File: src/rtl/mirror_mem_pkg.sv
package mirror_mem_pkg;

  localparam int CHK_W = 4;
  localparam logic [CHK_W-1:0] CHK_POLY = 4'h3;  // x^4 + x + 1

  // Outcome of comparing the two returned copies
  typedef enum logic [1:0] {
    VERDICT_CLEAN = 2'd0,  // copies identical
    VERDICT_FIX_A = 2'd1,  // chip A damaged, B intact
    VERDICT_FIX_B = 2'd2,  // chip B damaged, A intact
    VERDICT_LOST  = 2'd3   // cannot tell which copy is right
  } verdict_e;

  // Control -> datapath strobes
  typedef struct packed {
    logic issue;
    logic issueWrite;
    logic repairA;
    logic repairB;
    logic bumpCorr;
    logic bumpLost;
    logic clear;
  } strobe_t;

endpackage

File: src/rtl/mirror_mem_dp.sv
module mirror_mem_dp
  import mirror_mem_pkg::*;
#(
  parameter int ADDR_W = 18,
  parameter int DATA_W = 32,
  parameter int CNT_W  = 16
) (
  input  logic                    clk,
  input  logic                    rstN,
  input  strobe_t                 strobe,
  input  logic [ADDR_W-1:0]       reqAddr,
  input  logic [DATA_W-1:0]       reqWdata,
  input  logic [DATA_W+CHK_W-1:0] memARdata,
  input  logic [DATA_W+CHK_W-1:0] memBRdata,
  output logic                    memAEn,
  output logic                    memAWe,
  output logic [ADDR_W-1:0]       memAAddr,
  output logic [DATA_W+CHK_W-1:0] memAWdata,
  output logic                    memBEn,
  output logic                    memBWe,
  output logic [ADDR_W-1:0]       memBAddr,
  output logic [DATA_W+CHK_W-1:0] memBWdata,
  output verdict_e                verdict,
  output logic [DATA_W-1:0]       rspData,
  output logic [CNT_W-1:0]        corrCount,
  output logic [CNT_W-1:0]        uncorrCount,
  output logic [1:0]              faultLatched
);

  localparam int WORD_W = DATA_W + CHK_W;
  localparam logic [CNT_W-1:0] CNT_MAX = '1;

  function automatic logic [CHK_W-1:0] calcChk(input logic [DATA_W-1:0] d);
    logic [CHK_W-1:0] r;
    logic fb;
    r = '0;
    for (int i = DATA_W - 1; i >= 0; i--) begin
      fb = r[CHK_W-1] ^ d[i];
      r  = {r[CHK_W-2:0], 1'b0} ^ (fb ? CHK_POLY : '0);
    end
    return r;
  endfunction

  function automatic logic [CNT_W-1:0] bump(input logic [CNT_W-1:0] cur, input logic inc);
    return (inc && cur != CNT_MAX) ? cur + 1'b1 : cur;
  endfunction

  logic [WORD_W-1:0] rdWord [2];
  logic [1:0]        chkOk;
  logic [1:0]        repair;
  logic [1:0]        chipEn;
  logic [1:0]        chipWe;
  logic [ADDR_W-1:0] chipAddr [2];
  logic [WORD_W-1:0] chipWdata [2];
  logic [ADDR_W-1:0] pendAddr;
  logic [WORD_W-1:0] goodWord;
  logic [WORD_W-1:0] issueWord;

  assign rdWord[0] = memARdata;
  assign rdWord[1] = memBRdata;
  assign repair    = {strobe.repairB, strobe.repairA};
  assign issueWord = {calcChk(reqWdata), reqWdata};

  for (genvar c = 0; c < 2; c++) begin : g_chip
    assign chkOk[c]     = (calcChk(rdWord[c][DATA_W-1:0]) == rdWord[c][WORD_W-1:DATA_W]);
    assign chipEn[c]    = strobe.issue | repair[c];
    assign chipWe[c]    = (strobe.issue & strobe.issueWrite) | repair[c];
    assign chipAddr[c]  = repair[c] ? pendAddr : reqAddr;
    assign chipWdata[c] = repair[c] ? goodWord : issueWord;
  end

  assign memAEn    = chipEn[0];
  assign memAWe    = chipWe[0];
  assign memAAddr  = chipAddr[0];
  assign memAWdata = chipWdata[0];
  assign memBEn    = chipEn[1];
  assign memBWe    = chipWe[1];
  assign memBAddr  = chipAddr[1];
  assign memBWdata = chipWdata[1];

  always_comb begin
    if (memARdata == memBRdata) verdict = VERDICT_CLEAN;
    else if (chkOk == 2'b10)    verdict = VERDICT_FIX_A;
    else if (chkOk == 2'b01)    verdict = VERDICT_FIX_B;
    else                        verdict = VERDICT_LOST;
  end

  assign goodWord = (verdict == VERDICT_FIX_A) ? memBRdata : memARdata;
  assign rspData  = goodWord[DATA_W-1:0];

  always_ff @(posedge clk or negedge rstN) begin
    if (!rstN)             pendAddr <= '0;
    else if (strobe.issue) pendAddr <= reqAddr;
  end

  always_ff @(posedge clk or negedge rstN) begin
    if (!rstN) begin
      corrCount    <= '0;
      uncorrCount  <= '0;
      faultLatched <= '0;
    end else if (strobe.clear) begin
      corrCount    <= '0;
      uncorrCount  <= '0;
      faultLatched <= '0;
    end else begin
      corrCount    <= bump(corrCount, strobe.bumpCorr);
      uncorrCount  <= bump(uncorrCount, strobe.bumpLost);
      faultLatched <= faultLatched | repair;
    end
  end

endmodule

File: src/rtl/mirror_mem_ctl.sv
module mirror_mem_ctl
  import mirror_mem_pkg::*;
(
  input  logic       clk,
  input  logic       rstN,
  input  logic       reqValid,
  input  logic       reqWrite,
  input  logic       cntClear,
  input  verdict_e   verdict,
  output logic       reqReady,
  output logic       rspValid,
  output logic       rspErr,
  output logic [1:0] chipFail,
  output strobe_t    strobe
);

  logic pendRead;
  logic fixA;
  logic fixB;
  logic lost;

  assign fixA     = pendRead && (verdict == VERDICT_FIX_A);
  assign fixB     = pendRead && (verdict == VERDICT_FIX_B);
  assign lost     = pendRead && (verdict == VERDICT_LOST);
  assign reqReady = !(fixA || fixB);
  assign rspValid = pendRead;
  assign rspErr   = lost;
  assign chipFail = {fixB, fixA};

  always_comb begin
    strobe.issue      = reqValid && reqReady;
    strobe.issueWrite = reqWrite;
    strobe.repairA    = fixA;
    strobe.repairB    = fixB;
    strobe.bumpCorr   = fixA || fixB;
    strobe.bumpLost   = lost;
    strobe.clear      = cntClear;
  end

  always_ff @(posedge clk or negedge rstN) begin
    if (!rstN) pendRead <= 1'b0;
    else       pendRead <= strobe.issue && !reqWrite;
  end

endmodule

File: src/rtl/mirror_mem_ctrl.sv
module mirror_mem_ctrl
  import mirror_mem_pkg::*;
#(
  parameter int ADDR_W = 18,
  parameter int DATA_W = 32,
  parameter int CNT_W  = 16
) (
  input  logic                    clk,
  input  logic                    rstN,
  input  logic                    reqValid,
  input  logic                    reqWrite,
  input  logic [ADDR_W-1:0]       reqAddr,
  input  logic [DATA_W-1:0]       reqWdata,
  output logic                    reqReady,
  output logic                    rspValid,
  output logic [DATA_W-1:0]       rspData,
  output logic                    rspErr,
  output logic                    memAEn,
  output logic                    memAWe,
  output logic [ADDR_W-1:0]       memAAddr,
  output logic [DATA_W+CHK_W-1:0] memAWdata,
  input  logic [DATA_W+CHK_W-1:0] memARdata,
  output logic                    memBEn,
  output logic                    memBWe,
  output logic [ADDR_W-1:0]       memBAddr,
  output logic [DATA_W+CHK_W-1:0] memBWdata,
  input  logic [DATA_W+CHK_W-1:0] memBRdata,
  output logic [1:0]              chipFail,
  output logic [1:0]              faultLatched,
  output logic [CNT_W-1:0]        corrCount,
  output logic [CNT_W-1:0]        uncorrCount,
  input  logic                    cntClear
);

  strobe_t  strobe;
  verdict_e verdict;

  mirror_mem_ctl u_ctl (
    .clk      (clk),
    .rstN     (rstN),
    .reqValid (reqValid),
    .reqWrite (reqWrite),
    .cntClear (cntClear),
    .verdict  (verdict),
    .reqReady (reqReady),
    .rspValid (rspValid),
    .rspErr   (rspErr),
    .chipFail (chipFail),
    .strobe   (strobe)
  );

  mirror_mem_dp #(
    .ADDR_W (ADDR_W),
    .DATA_W (DATA_W),
    .CNT_W  (CNT_W)
  ) u_dp (
    .clk          (clk),
    .rstN         (rstN),
    .strobe       (strobe),
    .reqAddr      (reqAddr),
    .reqWdata     (reqWdata),
    .memARdata    (memARdata),
    .memBRdata    (memBRdata),
    .memAEn       (memAEn),
    .memAWe       (memAWe),
    .memAAddr     (memAAddr),
    .memAWdata    (memAWdata),
    .memBEn       (memBEn),
    .memBWe       (memBWe),
    .memBAddr     (memBAddr),
    .memBWdata    (memBWdata),
    .verdict      (verdict),
    .rspData      (rspData),
    .corrCount    (corrCount),
    .uncorrCount  (uncorrCount),
    .faultLatched (faultLatched)
  );

endmodule

File: config.mk
export PLATFORM = sky130hd
export DESIGN_NAME = mirror_mem_ctrl
export DESIGN_NICKNAME = d
export VERILOG_FILES = /design/src/rtl/mirror_mem_pkg.sv /design/src/rtl/mirror_mem_dp.sv /design/src/rtl/mirror_mem_ctl.sv /design/src/rtl/mirror_mem_ctrl.sv
export SDC_FILE = /design/constraint.sdc
export NUM_CORES = 1
export LEC_CHECK = 0
export BUFFER_PORTS_ARGS = -buffer_cell sky130_fd_sc_hd__buf_2
export CAP_MARGIN = 20
export CELL_PAD_IN_SITES_DETAIL_PLACEMENT = 1
export CELL_PAD_IN_SITES_GLOBAL_PLACEMENT = 1
export CORE_MARGIN = 3
export CORE_UTILIZATION = 38
export DETAILED_ROUTE_END_ITERATION = 16
export PLACE_DENSITY = 0.94
export RECOVER_POWER = 50
export SLEW_MARGIN = 0
export SYNTH_ARGS = -nofsm -noshare
export SYNTH_HDL_FRONTEND = slang
export SYNTH_HIERARCHICAL = 1
export SYNTH_SLANG_ARGS = --single-unit
File: constraint.sdc
create_clock -name clk -period 8.3 [get_ports clk]
set_clock_uncertainty 0.15 [all_clocks]
set_input_delay 0.83 -clock clk [delete_from_list [all_inputs] [get_ports clk]]
set_output_delay 0.83 -clock clk [all_outputs]
set_load 0.02 [all_outputs]
# --- Yosys cells after proc, flatten, opt, wreduce, memory -nomap -nowiden ---
# Index checks and enable logic that the tools add are counted.
op_classes:
  reduce_logical: 12
  eq_ne: 10
  n_mux: 109
  n_addsub: 2
  n_bitwise: 192
ops:
  columns: ["op", "n"]
  rows:
  - ["XOR 4 bit", 93]
  - ["two-way mux 2 bit", 99]
  - ["two-way mux 36 bit", 3]
  - ["XOR 1 bit", 90]
  - ["two-way mux 16 bit", 4]
  - ["equality test 36 bit", 1]
  - ["two-way mux 18 bit", 2]
  - ["adder 16 x 1 -> 16 bit (second input constant)", 2]
  - ["inequality test 16 bit (second input constant)", 2]
  - ["equality test 4 bit", 2]
  - ["logical AND 1 bit", 7]
  - ["equality test 2 bit (second input constant)", 3]
  - ["equality test 2 x 1 -> 1 bit (second input constant)", 2]
  - ["bitwise OR 1 bit", 4]
  - ["nonzero test 2 bit", 2]
  - ["XOR 1 bit (first input constant)", 3]
  - ["zero test 1 bit", 2]
  - ["bitwise OR 2 bit", 1]
  - ["AND 1 bit", 1]
  - ["logical OR 1 bit", 1]
  - ["two-way mux 1 bit", 1]
word_totals:
  inputBits: 127
  out_inout_bits: 183
  register_bits: 53
  elab_cells: 330

# --- Depth between registers and ports, before layout ---
# Gate-level depths: netlist of the first run.
logic_depth:
  ltp_word: 105
  mapped_depth: 21
  depth_no_buf: 16

# --- Modules after synthesis ---
# The synthesis of the first run kept the hierarchy.
modules_own_cells:
  columns: ["module", "area_per_inst_um2", "seq_area_each_um2", "instances", "cells_per_inst"]
  rows:
  - ["mirror_mem_dp", 6929.1, 1301.2, 1, 812]
  - ["mirror_mem_ctl", 140.1, 25.0, 1, 18]

# --- Worst setup path before layout of the first run ---
# OpenSTA, ideal clock, no wires.
synth_timing:
  path_type: "input port to output port"
  from: "in memBRdata[28]"
  to: "out memAWdata[10]"
  required_time_ns: 7.320
  slack_ns: 1.973
  arrival_ns: 5.347
  cell_stages: 17
  path_buffers: 5
  path_cell_list: "buf_4 xnor2_1 xnor3_2 xnor3_1 xnor3_1 mux2i_1 xor2_1 mux2_4 clkbuf_1 or2_2 a21oi_1 and3b_2 buf_4 clkbuf_1 clkbuf_1 nor2_1 a31oi_1"
synth_via:
  elab_chain_cells: 57
  word_cells_on_any_way: 92
  classes_between: "eq/ne (5); mux (31); bitwise (55); reduce/logical (1)"
synth_lines:
  columns: ["element", "line_no", "rtl"]
  rows:
  - ["from (decl)", "mirror_mem_ctrl.sv:27", "input logic [DATA_W+CHK_W-1:0] memBRdata,"]
  - ["XOR 1 bit", "mirror_mem_dp.sv:38", "fb = r[CHK_W-1] ^ d[i];"]
  - ["two-way mux 2 bit", "mirror_mem_dp.sv:39", "r = {r[CHK_W-2:0], 1'b0} ^ (fb ? CHK_POLY : '0);"]
  - ["XOR 4 bit (3 in series)", "mirror_mem_dp.sv:39", null]
  - ["XOR 1 bit or XOR 4 bit (tied branches)", "mirror_mem_dp.sv:38, mirror_mem_dp.sv:39", null]
  - ["two-way mux 2 bit or XOR 1 bit (tied branches)", "mirror_mem_dp.sv:39, mirror_mem_dp.sv:38", null]
  - ["XOR 4 bit or two-way mux 2 bit (tied branches)", "mirror_mem_dp.sv:39", null]
  - ["XOR 4 bit (2 in series)", "mirror_mem_dp.sv:39", null]
  - ["XOR 1 bit or XOR 4 bit (tied branches)", "mirror_mem_dp.sv:38, mirror_mem_dp.sv:39", null]
  - ["[... 40 more ...]", null, null]
  - ["two-way mux 1 bit", "mirror_mem_dp.sv:84", "else if (chkOk == 2'b01) verdict = VERDICT_FIX_B;"]
  - ["two-way mux 2 bit", "mirror_mem_dp.sv:83", "else if (chkOk == 2'b10) verdict = VERDICT_FIX_A;"]
  - ["two-way mux 2 bit *", "mirror_mem_dp.sv:82", "if (memARdata == memBRdata) verdict = VERDICT_CLEAN;"]
  - ["via verdict[0]", "mirror_mem_ctrl.sv:36", "verdict_e verdict;"]
  - ["equality test 2 x 1 -> 1 bit *", "mirror_mem_ctl.sv:22", "assign fixA = pendRead && (verdict == VERDICT_FIX_A);"]
  - ["logical AND 1 bit *", "mirror_mem_ctl.sv:22", null]
  - ["via u_ctl.fixA", "mirror_mem_ctl.sv:18", "logic fixA;"]
  - ["two-way mux 36 bit *", "mirror_mem_dp.sv:69", "assign chipWdata[c] = repair[c] ? goodWord : issueWord;"]
  - ["to (decl)", "mirror_mem_ctrl.sv:21", "output logic [DATA_W+CHK_W-1:0] memAWdata,"]
# The timed path passes the listed nets; every way through them passes the cells marked *.

==> results of run 1 <==
==> stage by stage <==
stage          worst slack (ns)  utilization, %  total power (uW)
2_1_floorplan              1.97               -              2320
3_5_place_dp               1.12            47.9              3070
3_3_place_gp               1.42            47.9              2980
5_1_grt                   0.427            48.0              3450
4_1_cts                    1.11            48.7              3290
6_report                  0.758            48.0              3270
==> final cells by class <==
cell class	instances	area, sq um	area share [%]
multi-input combinational	707	5420	62.2
tap	229	287	3.29
sequential	53	1330	15.2
inverter	2	7.51	0.0861
clock inverter	2	13.8	0.158
clock buffer	6	129	1.48
timing repair buffer	319	1530	17.6
==> sequential cells by signal (all words and copies together) (netlist names) <==
signal	count
u_dp/faultLatched	2
u_dp/uncorrCount	16
u_dp/corrCount	16
u_ctl/rspValid	1
u_dp/pendAddr	18
==> layer usage <==
layer	GRT usage [%]	part of all wire, %
met1	33.1	38
met5	0	0
met2	52.0	50
met4	13.3	4.8
met3	3.86	6.6
==> worst max-delay path, stage by stage <==
cell	delay, ns
clkbuf_1	0.25
xnor3_1	0.57
xnor2_1	0.44
xor2_1	0.40
xor3_1	0.45
or3_1	0.37
a21o_1	0.17
mux2_4	0.51
or2_2	0.41
a21oi_1	0.39
xor2_1	0.24
a21boi_0	0.22
clkbuf_1	0.87
or2_2	0.24
buf_2	0.16
==> logic make-up after synthesis <==
logic type	count (synthesis)
and+or+nand+nor	297
muxes	60
xor gates and xnor gates	220
AOI/OAI and AO/OA	128
DFF	53
adders and majority gates	2
buffers and inverters	70
==> final timing paths <==
path | from | endpoint | slack [ns] | cells past startpoint
max in group asynchronous | rstN | u_dp/pendAddr[13] | 4.94 | 2
setup reg to reg | u_dp/corrCount[7] | u_dp/corrCount[13] | 5.42 | 9
min in group asynchronous | rstN | u_dp/uncorrCount[10] | 1.40 | 2
hold reg to reg | u_dp/faultLatched[0] | u_dp/faultLatched[0] | 0.34 | 2
hold / removal | u_dp/faultLatched[0] | u_dp/faultLatched[0] | 0.34 | 2
setup / recovery | memBRdata[28] | memBEn | 0.76 | 15
==> synthesized netlist by cell type, drive strengths merged (7+ instances only) <==
cell type,instances
buf,18
clkbuf,50
xor2,51
xnor2,145
dfrtp,53
or4,36
mux2,55
nand3,18
nand2,82
a21oi,7
nor2,115
xnor3,20
nand4,13
a31oi,73
o41ai,36
==> power breakdown <==
group          internal [uW]  total [uW]  switching (uW)  leakage [uW]
Clock                    113         208            94.8     0.0000712
Sequential               294         329            34.8      0.000697
Combinational            916        2740            1820       0.00309
Total                   1320        3270            1950       0.00385
==> impl_results.md, run 1 <==
- Run status: finished with violations
- Failing checks: max-capacitance violations, max-slew violations
- GP Congestion: between 1 and 1.5
- Worst-Skew Late Latency: between 0.2 and 0.3 ns
- Min-Delay Path Class: reg2reg
- Slew HR: -93.0%
- Clock-pin slew on the worst setup and hold paths: around 0.070 ns
- Yosys warnings: 6
- Initial antenna violation count: 0
- Ys async rst share: 100%
- Post-route ant nets: 0
- Pin count of the biggest net entering global routing: 74
- Placed wire-length estimate: around 25000 microns
- DRC Markers: 0
- Layout cell share with drive strength beyond 1: approximately a third
- Core Region: roughly 18000 sq um
- Peak VDD IR: a little under 900 uV
- Syn_nets: ~960
- Power Dens Cells: between 300 and 400 nW/um^2
- Area contributors post-synth: dfrtp_1, xnor2_1, mux2_2
- Vias/cell: between 5 and 6
- Most frequent cells in the layout: buf_2, xnor2_1, nor2_1
- Largest family of logic cells by synthesized area: XOR/XNOR gates
- Die X-Extent: between 100 and 150 microns
- Register area share after synthesis: approximately a fifth
- IO Port Bufs: roughly 310
- Vias in the first global route: between 7000 and 8000
- First-pass detailed-route iteration total: 5
- Die area: 20300 sq um
- Final WL: 30900 microns
- Buffer count from post-CTS setup fixing: 0
- Final setup viols: 0
- Commonest non-fill, non-tap cell in the layout: buf_2
- RSZ-0062 raised after global routing: no
- Setup TNS: 0 ns
- Mapped cell area: 7070 sq um
- Antenna cells: 0
- Initial core utilization: ~39%
- Fillers: around 2300
- Post-DR wirelength/cell: approximately 23 microns
- Leakage: roughly 0.0039 uW
- Mux share of post-synthesis cell area: approximately a tenth
- Most used DFF post-synth: dfrtp_1
- Via count: 7659
- Critical path fanouts, max: 73
- Setup CP Type: in2out
- Final Cycle Share: roughly 91%
- Compound-Gate Fraction of Synth Area: roughly an eighth
- Row count: slightly below 50
- Data required time of the critical path: around 7.3 ns
- Final cell count without fillers: ~1300
- Fin crit period: 7.54 ns
- TritonCTS Buffers: 5
- CTS tree: done
- Final hold vios: 0
- Critical path launch point type: input pin
- Initial DRC count: between 500 and 600
- Cells after Synth: 830
- All-layer global routing usage: ~29%
- Ports: 310
- Seq cells post-synth: 53
- Final Max Tran Viols: between 50 and 60
- Avg Synthesized Cell Area: between 8 and 9 sq um
- Nets: 1217
- Clock tree buffer depth: 2
- Die outline height: around 140 microns
- Clock Sinks: 53
- CP arrival: ~6.6 ns
- Final hold slack: about 0.34 ns
- Yosys top cell by area: dfrtp_1
- Crit end category: output pin
- Max-cap viol count: 1
- Cts repair resizes: 0
- First-pass GRT wire length: between 40000 and 50000 microns
- Total grt overflow: 0
- CTS root buf: clkbuf_16
- # placed instances: around 1300
- Post-Synth Simple-Gate Area: between 20% and 30%
- Synth unique cells: 47
- Post-DP Area: ~8700 sq um
- Fmax: between 100 and 150 MHz
- Synth Area in Adders: less than 1%
- Final Cell Area: between 8000 and 9000 sq um
- Worst-margin pin slew: between 2 and 3 ns
- Hold_buf cts: 0
- Layout area overhead: 23.3%
- Post-synth EDFFs: 0
- Post-synth top area share: 18.8%
- Clock H-tree levels: 2
- Post-synthesis xor/xnor area fraction: between 30% and 40%
No activity file was read; power rests on OpenSTA's default activity.
==> run 2, diff against run 1 <==
- CORE_UTILIZATION: 38 -> 32
- PLACE_DENSITY: 0.94 -> 0.84
- TNS_END_PERCENT: not set -> 10
- clock period: 8.3 -> 6.37 ns (I/O delays scaled with it)
==> impl_results.md, run 2 (synthesis results as in run 1) <==
- Run status: finished with violations
- Failing checks: max-capacitance violations, max-slew violations
- Initial DRC count: 440 (-17%)
- Met1 Use GR: 30.2% (-2.9 points)
- Die X-Extent: 155 microns (+8.6%)
- Pin count of the biggest net entering global routing: 73 (-1.4%)
- Fin crit period: approximately 6 ns
- Max reg flops: 18 (unchanged)
- Die outline height: 155 microns (+8.6%)
- Row count: 53 (+8.2%)
- Data required time of the critical path: 5.58 ns (-1.74 ns)
- Vias/cell: 5.46 (-6.0%)
- Antenna cells: 0 (unchanged)
- R2R setup slack: 3.56 ns (-1.86 ns)
- GP Congestion: 0.963 (-5.3%)
- TritonCTS Buffers: 5 (unchanged)
- Worst-margin pin slew: 2.86 ns (-0.0358 ns)
- DRC Markers: 0 (unchanged)
- Top reg by flops: u_dp/pendAddr
- Setup TNS: 0 ns (unchanged)
- Min-Delay Path Class: reg2reg
- Post-route ant nets: 0 (unchanged)
- Final Cell Area: 8870 sq um (+1.7%)
- Nets: 1224 (+0.58%)
- Power Dens Cells: 484 nW/um^2 (+29%)
- Clock H-tree levels: 2 (unchanged)
- Total Power: 4290 uW (+31%)
- Fmax: 167 MHz
- Met2 usage: 43.7% (-8.3 points)
- First-pass detailed-route iteration total: 5 (unchanged)
- Die area: 23900 sq um (+18%)
- Buffer count from post-CTS setup fixing: 0 (unchanged)
- Final Max Tran Viols: 54 (unchanged)
- Via count: 7488 (-2.2%)
- Final setup viols: 0 (unchanged)
- Fillers: 2691 (+18%)
- Initial antenna violation count: 1 (+1)
- Final WL: 30400 microns (-1.6%)
- Final hold vios: 0 (unchanged)
- CTS tree: done
- Core Region: 21400 sq um (+18%)
- Pre-CTS WS: 0.367 ns (-0.750 ns)
- Peak VDD IR: 495 uV (-44%)
- Commonest non-fill, non-tap cell in the layout: buf_2
- Leakage: 0.00390 uW (+1.1%)
- GRT Max-Usage Layer: met2
- Layout cell share with drive strength beyond 1: 33.7% (+0.89 points)
- Setup CP Type: in2out
- Post-DP Area: 8810 sq um (+1.4%)
- Hold_buf cts: 0 (unchanged)
- IO Port Bufs: 309 (unchanged)
- Post-DR wirelength/cell: 22.2 microns (-5.4%)
- Ports: 310 (unchanged)
- Critical path launch point type: input pin
- Final Cycle Share: ~94%
- RSZ-0062 raised after global routing: no
- Initial core utilization: 33.1% (-5.8 points)
- Placed wire-length estimate: 25100 microns (-0.91%)
- Most frequent cells in the layout: buf_2, xnor2_1, nor2_1
- Cts repair resizes: 0 (unchanged)
- Slew HR: -90.6% (+2.4 points)
- CP arrival: 5.21 ns (-1.35 ns)
- All-layer global routing usage: 24.3% (-4.3 points)
- Largest registers: u_dp/pendAddr: 18 flops, u_dp/corrCount: 16 flops, u_dp/uncorrCount: 16 flops
- Crit end category: output pin
- FF/Latch Area: 1330 sq um (unchanged)
- First-pass GRT wire length: 45800 microns (+1.2%)
- Vias in the first global route: 7692 (-3.8%)
- GRT met3 Usage: 3.95% (+0.081 points)
- Clock tree buffer depth: 2 (unchanged)
- Clock-pin slew on the worst setup and hold paths: 0.07 ns (about the same)
- Multi-input gate area: 5440 sq um (+0.37%)
- Clock Sinks: 53 (unchanged)
- Layout area overhead: 25.5%
- Total grt overflow: 0 (unchanged)
- Critical path fanouts, max: 37 (-49%)
- Max-cap viol count: 1 (unchanged)
- Final worst setup slack: 0.370 ns (-0.388 ns)
- Worst-Skew Late Latency: 0.30 ns (about the same)
- CTS root buf: clkbuf_16
run 2: cell count changes in the layout (fill, tap and decap cells not counted), sizes merged:
cell and delta:
buf +8, clkbuf -2, clkinvlp +1
run 2: final timing paths:
check,endpoint,startpoint,cells after the start
min,u_dp/faultLatched[1],u_dp/faultLatched[1],2
max reg2reg,u_dp/uncorrCount[15],u_dp/uncorrCount[6],8
min in group asynchronous,u_dp/uncorrCount[10],rstN,2
min reg2reg,u_dp/faultLatched[1],u_dp/faultLatched[1],2
max in group asynchronous,u_dp/pendAddr[8],rstN,2
max,memBAddr[6],memARdata[21],14
run 2: metal layers:
metal  wire [microns]  part of all wire (%)
met1            12300                    40
met2            15300                    50
met3             2070                   6.8
met4              697                   2.3
met5               13                 0.043
run 2: layout make-up:
type | count | share of cell area, %
Timing Repair Buffer | 326 | 18.1
Multi-Input combinational cell | 707 | 61.4
Tap cell | 275 | 3.88
Sequential cell | 53 | 15.0
Clock buffer | 5 | 1.41
Clock inverter | 3 | 0.240
Inverter | 2 | 0.0846
run 2: critical path: stages:
cell     delay [ns]
buf_2          0.17
xnor3_1        0.46
xnor3_1        0.41
xnor3_1        0.32
xor2_1         0.21
or3_1          0.33
a211o_1        0.34
a21oi_4        0.17
buf_4          0.27
a21oi_1        0.21
nor2_4         0.58
buf_4          0.51
mux2_2         0.40
buf_2          0.16
run 2: power by group:
group | switching (uW) | leakage, uW | internal [uW] | total (uW)
Combinational | 2360 | 0.00313 | 1230 | 3590
Clock | 129 | 0.0000702 | 147 | 276
Sequential | 41.2 | 0.000697 | 384 | 425
run 2: per-stage QoR:
step | util [%] | hold slack, ns | instances
CTS | 42.0 | 0.345 | 1371
finish | 41.5 | 0.357 | 1371
floorplan | - | 0.191 | 830
global placement | 41.3 | 0.320 | 1363
global route | 41.5 | 0.384 | 1371
detailed placement | 41.3 | 0.339 | 1363
==> run 3, diff against run 2 <==
- CORE_UTILIZATION: 32 -> 31
- SYNTH_HIERARCHICAL: 1 -> not set
==> impl_results.md, run 3 <==
- Commonest cells post-synth: xnor2_1, mux2_2, xor2_1
- Worst hold start: u_dp.faultLatched[1]
- Ports: 310 (unchanged)
- Worst-margin pin slew: 2.92 ns (+0.0630 ns)
- Run status: finished with violations
- Cts repair resizes: 0 (unchanged)
- Clock-pin slew on the worst setup and hold paths: 0.07 ns (about the same)
- Final hold vios: 0 (unchanged)
- Max reg flops: 18 (unchanged)
- Setup TNS: 0 ns (unchanged)
- Initial DRC count: 207 (-53%)
- Final setup viols: 0 (unchanged)
- All-layer global routing usage: 23.1% (-1.2 points)
- Yosys top cell by area: dfrtp_1
- Critical path fanouts, max: 51 (+38%)
- CTS root buf: clkbuf_16
- Slew HR: -94.8% (-4.2 points)
- Yosys warnings: 0 (-6)
- Failing checks: max-capacitance violations, max-slew violations
- Mapped cell area: 6040 sq um (-15%)
- Nets: 1028 (-16%)
- Die area: 21200 sq um (-11%)
- Final Max Tran Viols: 54 (unchanged)
- FF-to-FF End: u_dp.corrCount[15]
- Power Dens Cells: 314 nW/um^2 (-35%)
- Hold depth: 2 (unchanged)
- Die X-Extent: 146 microns (-5.9%)
- Cells after Synth: 607 (-27%)
- R2R setup slack: 3.61 ns (+0.05 ns)
- TritonCTS Buffers: 5 (unchanged)
- Final Cell Area: 7940 sq um (-10%)
- Total Power: 2490 uW (-42%)
- Vias/cell: 5.07 (-7.2%)
- Synth unique cells: 38 (-19%)
- GP Congestion: 0.961 (-0.22%)
- Worst Hold Endpoint: u_dp.faultLatched[1]
- Final hold slack: 0.356 ns (-0.00108 ns)
- First-pass GRT wire length: 38500 microns (-16%)
- Setup CP Type: in2out
- DRC Markers: 0 (unchanged)
- RSZ-0062 raised after global routing: no
- Vias in the first global route: 6276 (-18%)
- Post-synth top area share: 22.0% (+3.2 points)
- Post-route core utilization: 42.0% (+0.50 points)
- Initial antenna violation count: 1 (unchanged)
- Fin crit period: 5.82 ns (-0.176 ns)
- CTS tree: done
- Data required time of the critical path: 5.58 ns (about the same)
- Area contributors post-synth: dfrtp_1, xnor2_1, mux2_2
- Final Cycle Share: 91.4% (-2.8 points)
- Layout area overhead: 31.5%
- Seq cells post-synth: 53 (unchanged)
- Fillers: 2322 (-14%)
- Post-DR wirelength/cell: 22.0 microns (-0.78%)
- CP arrival: 5.04 ns (-0.17 ns)
- Most used DFF post-synth: dfrtp_1
- Largest registers: u_dp.pendAddr: 18 flops, u_dp.corrCount: 16 flops, u_dp.uncorrCount: 16 flops
- Total grt overflow: 0 (unchanged)
- Post-DP Area: 7840 sq um (-11%)
- Post-synth EDFFs: 0 (unchanged)
- Top reg by flops: u_dp.pendAddr
- Worst-Skew Late Latency: 0.29 ns (about the same)
- Peak VDD IR: 179 uV (-64%)
- Crit Reg-Reg Startpoint: u_dp.corrCount[6]
- Max-cap viol count: 1 (unchanged)
- Layout cell share with drive strength beyond 1: 43.9% (+10 points)
- Via count: 5885 (-21%)
- Ys async rst share: 100% (unchanged)
- Fmax: 172 MHz (+3.0%)
- Clock tree buffer depth: 2 (unchanged)
- Pin count of the biggest net entering global routing: 54 (-26%)
- IO Port Bufs: 309 (unchanged)
- Min-Delay Path Class: reg2reg
- Most frequent cells in the layout: buf_2, xnor2_1, mux2_2
- Hold_buf cts: 0 (unchanged)
- Core Region: 18900 sq um (-12%)
- Placed wire-length estimate: 20800 microns (-17%)
- Commonest non-fill, non-tap cell in the layout: buf_2
- Clock Sinks: 53 (unchanged)
- First-pass detailed-route iteration total: 4 (-1)
- Leakage: 0.00346 uW (-11%)
- Die outline height: 146 microns (-5.9%)
- Buffer count from post-CTS setup fixing: 0 (unchanged)
- Avg Synthesized Cell Area: 9.95 sq um (+17%)
- Crit end category: output pin
- Initial core utilization: 32.0% (-1.1 points)
- Critical path launch point type: input pin
- Final WL: 25600 microns (-16%)
- Syn_nets: 736 (-23%)
- Row count: 50 (-5.7%)
- Path depth of the worst reg2reg path: 9 (+1)
- Crit path launch: memARdata[20]
- Clock H-tree levels: 2 (unchanged)
- Top-count cell post-synth: xnor2_1
- Register area share after synthesis: 22.0% (+3.2 points)
- Post-route ant nets: 0 (unchanged)
==> run 3: changes by cell type in the layout (fill, tap and decap cells not counted), sizes merged, moves of 13 or more <==
cell,delta
or4,-35
a31oi,-73
o41ai,-35
nand2,-69
buf,+16
clkbuf,-24
mux2,+103
xor2,+13
nor2,-72
==> run 3: report_power, final <==
part | total [uW] | switching, uW | leakage (uW) | internal [uW]
Clock | 315 | 128 | 0.0000842 | 186
Sequential | 407 | 32.2 | 0.000697 | 375
Combinational | 1770 | 1050 | 0.00268 | 725
==> run 3: final cells by class <==
| cell class | instances | area (sq um) | area share, % |
|---|---|---|---|
| antenna | 1 | 2.50 | 0.0315 |
| clock buffer | 5 | 125 | 1.58 |
| clock inverter | 3 | 43.8 | 0.551 |
| inverter | 3 | 11.3 | 0.142 |
| multi-input combinational | 518 | 4540 | 57.2 |
| sequential | 53 | 1330 | 16.7 |
| tap | 260 | 325 | 4.10 |
| timing repair buffer | 318 | 1570 | 19.8 |
==> run 3: how the worst max path moves through the flow <==
stage                     depth (start not counted)  slack (ns)             to
after CTS                                        13        0.86  memAWdata[32]
after global routing                             13        0.37  memAWdata[12]
after global placement                           12        0.98  memBWdata[30]
after detailed placement                         13        0.87  memAWdata[32]
after floorplan                                  14        1.46    memAAddr[0]
final                                            13        0.55  memAWdata[18]
==> run 3: metrics by stage <==
stage / std cells / setup WS (ns)
3_5_place_dp: 1150 / 0.869
6_report: 1161 / 0.547
2_1_floorplan: 607 / 1.46
3_3_place_gp: 1149 / 0.976
4_1_cts: 1158 / 0.859
5_1_grt: 1161 / 0.370
==> run 3: worst max-delay path: stages <==
cell	delay (ns)
clkbuf_1	0.34
xnor3_1	0.54
xnor2_1	0.27
xnor3_1	0.47
xnor3_1	0.43
xnor3_1	0.37
and3_1	0.18
o22ai_1	0.30
nor2b_4	0.22
nor2b_4	0.36
buf_12	0.30
mux2_1	0.38
buf_2	0.17
==> run 3: metal layers <==
layer	routed length (microns)	vias up	GRT usage [%]	part of all wire, %
li1	-	2682	-	-
met3	1630	55	5.14	6.4
met4	1190	0	10.2	4.7
met1	9620	2899	25.5	38
met5	0	-	0	0
met2	13100	249	42.4	51
==> run 3: cell families after synthesis <==
kind of cell | share of synthesized area (%)
simple gates | 11.0
flops | 22.0
buf+inv | 3.11
mux | 29.6
xor+xnor | 32.3
compound gates | 1.68
fa+ha+maj | 0.414
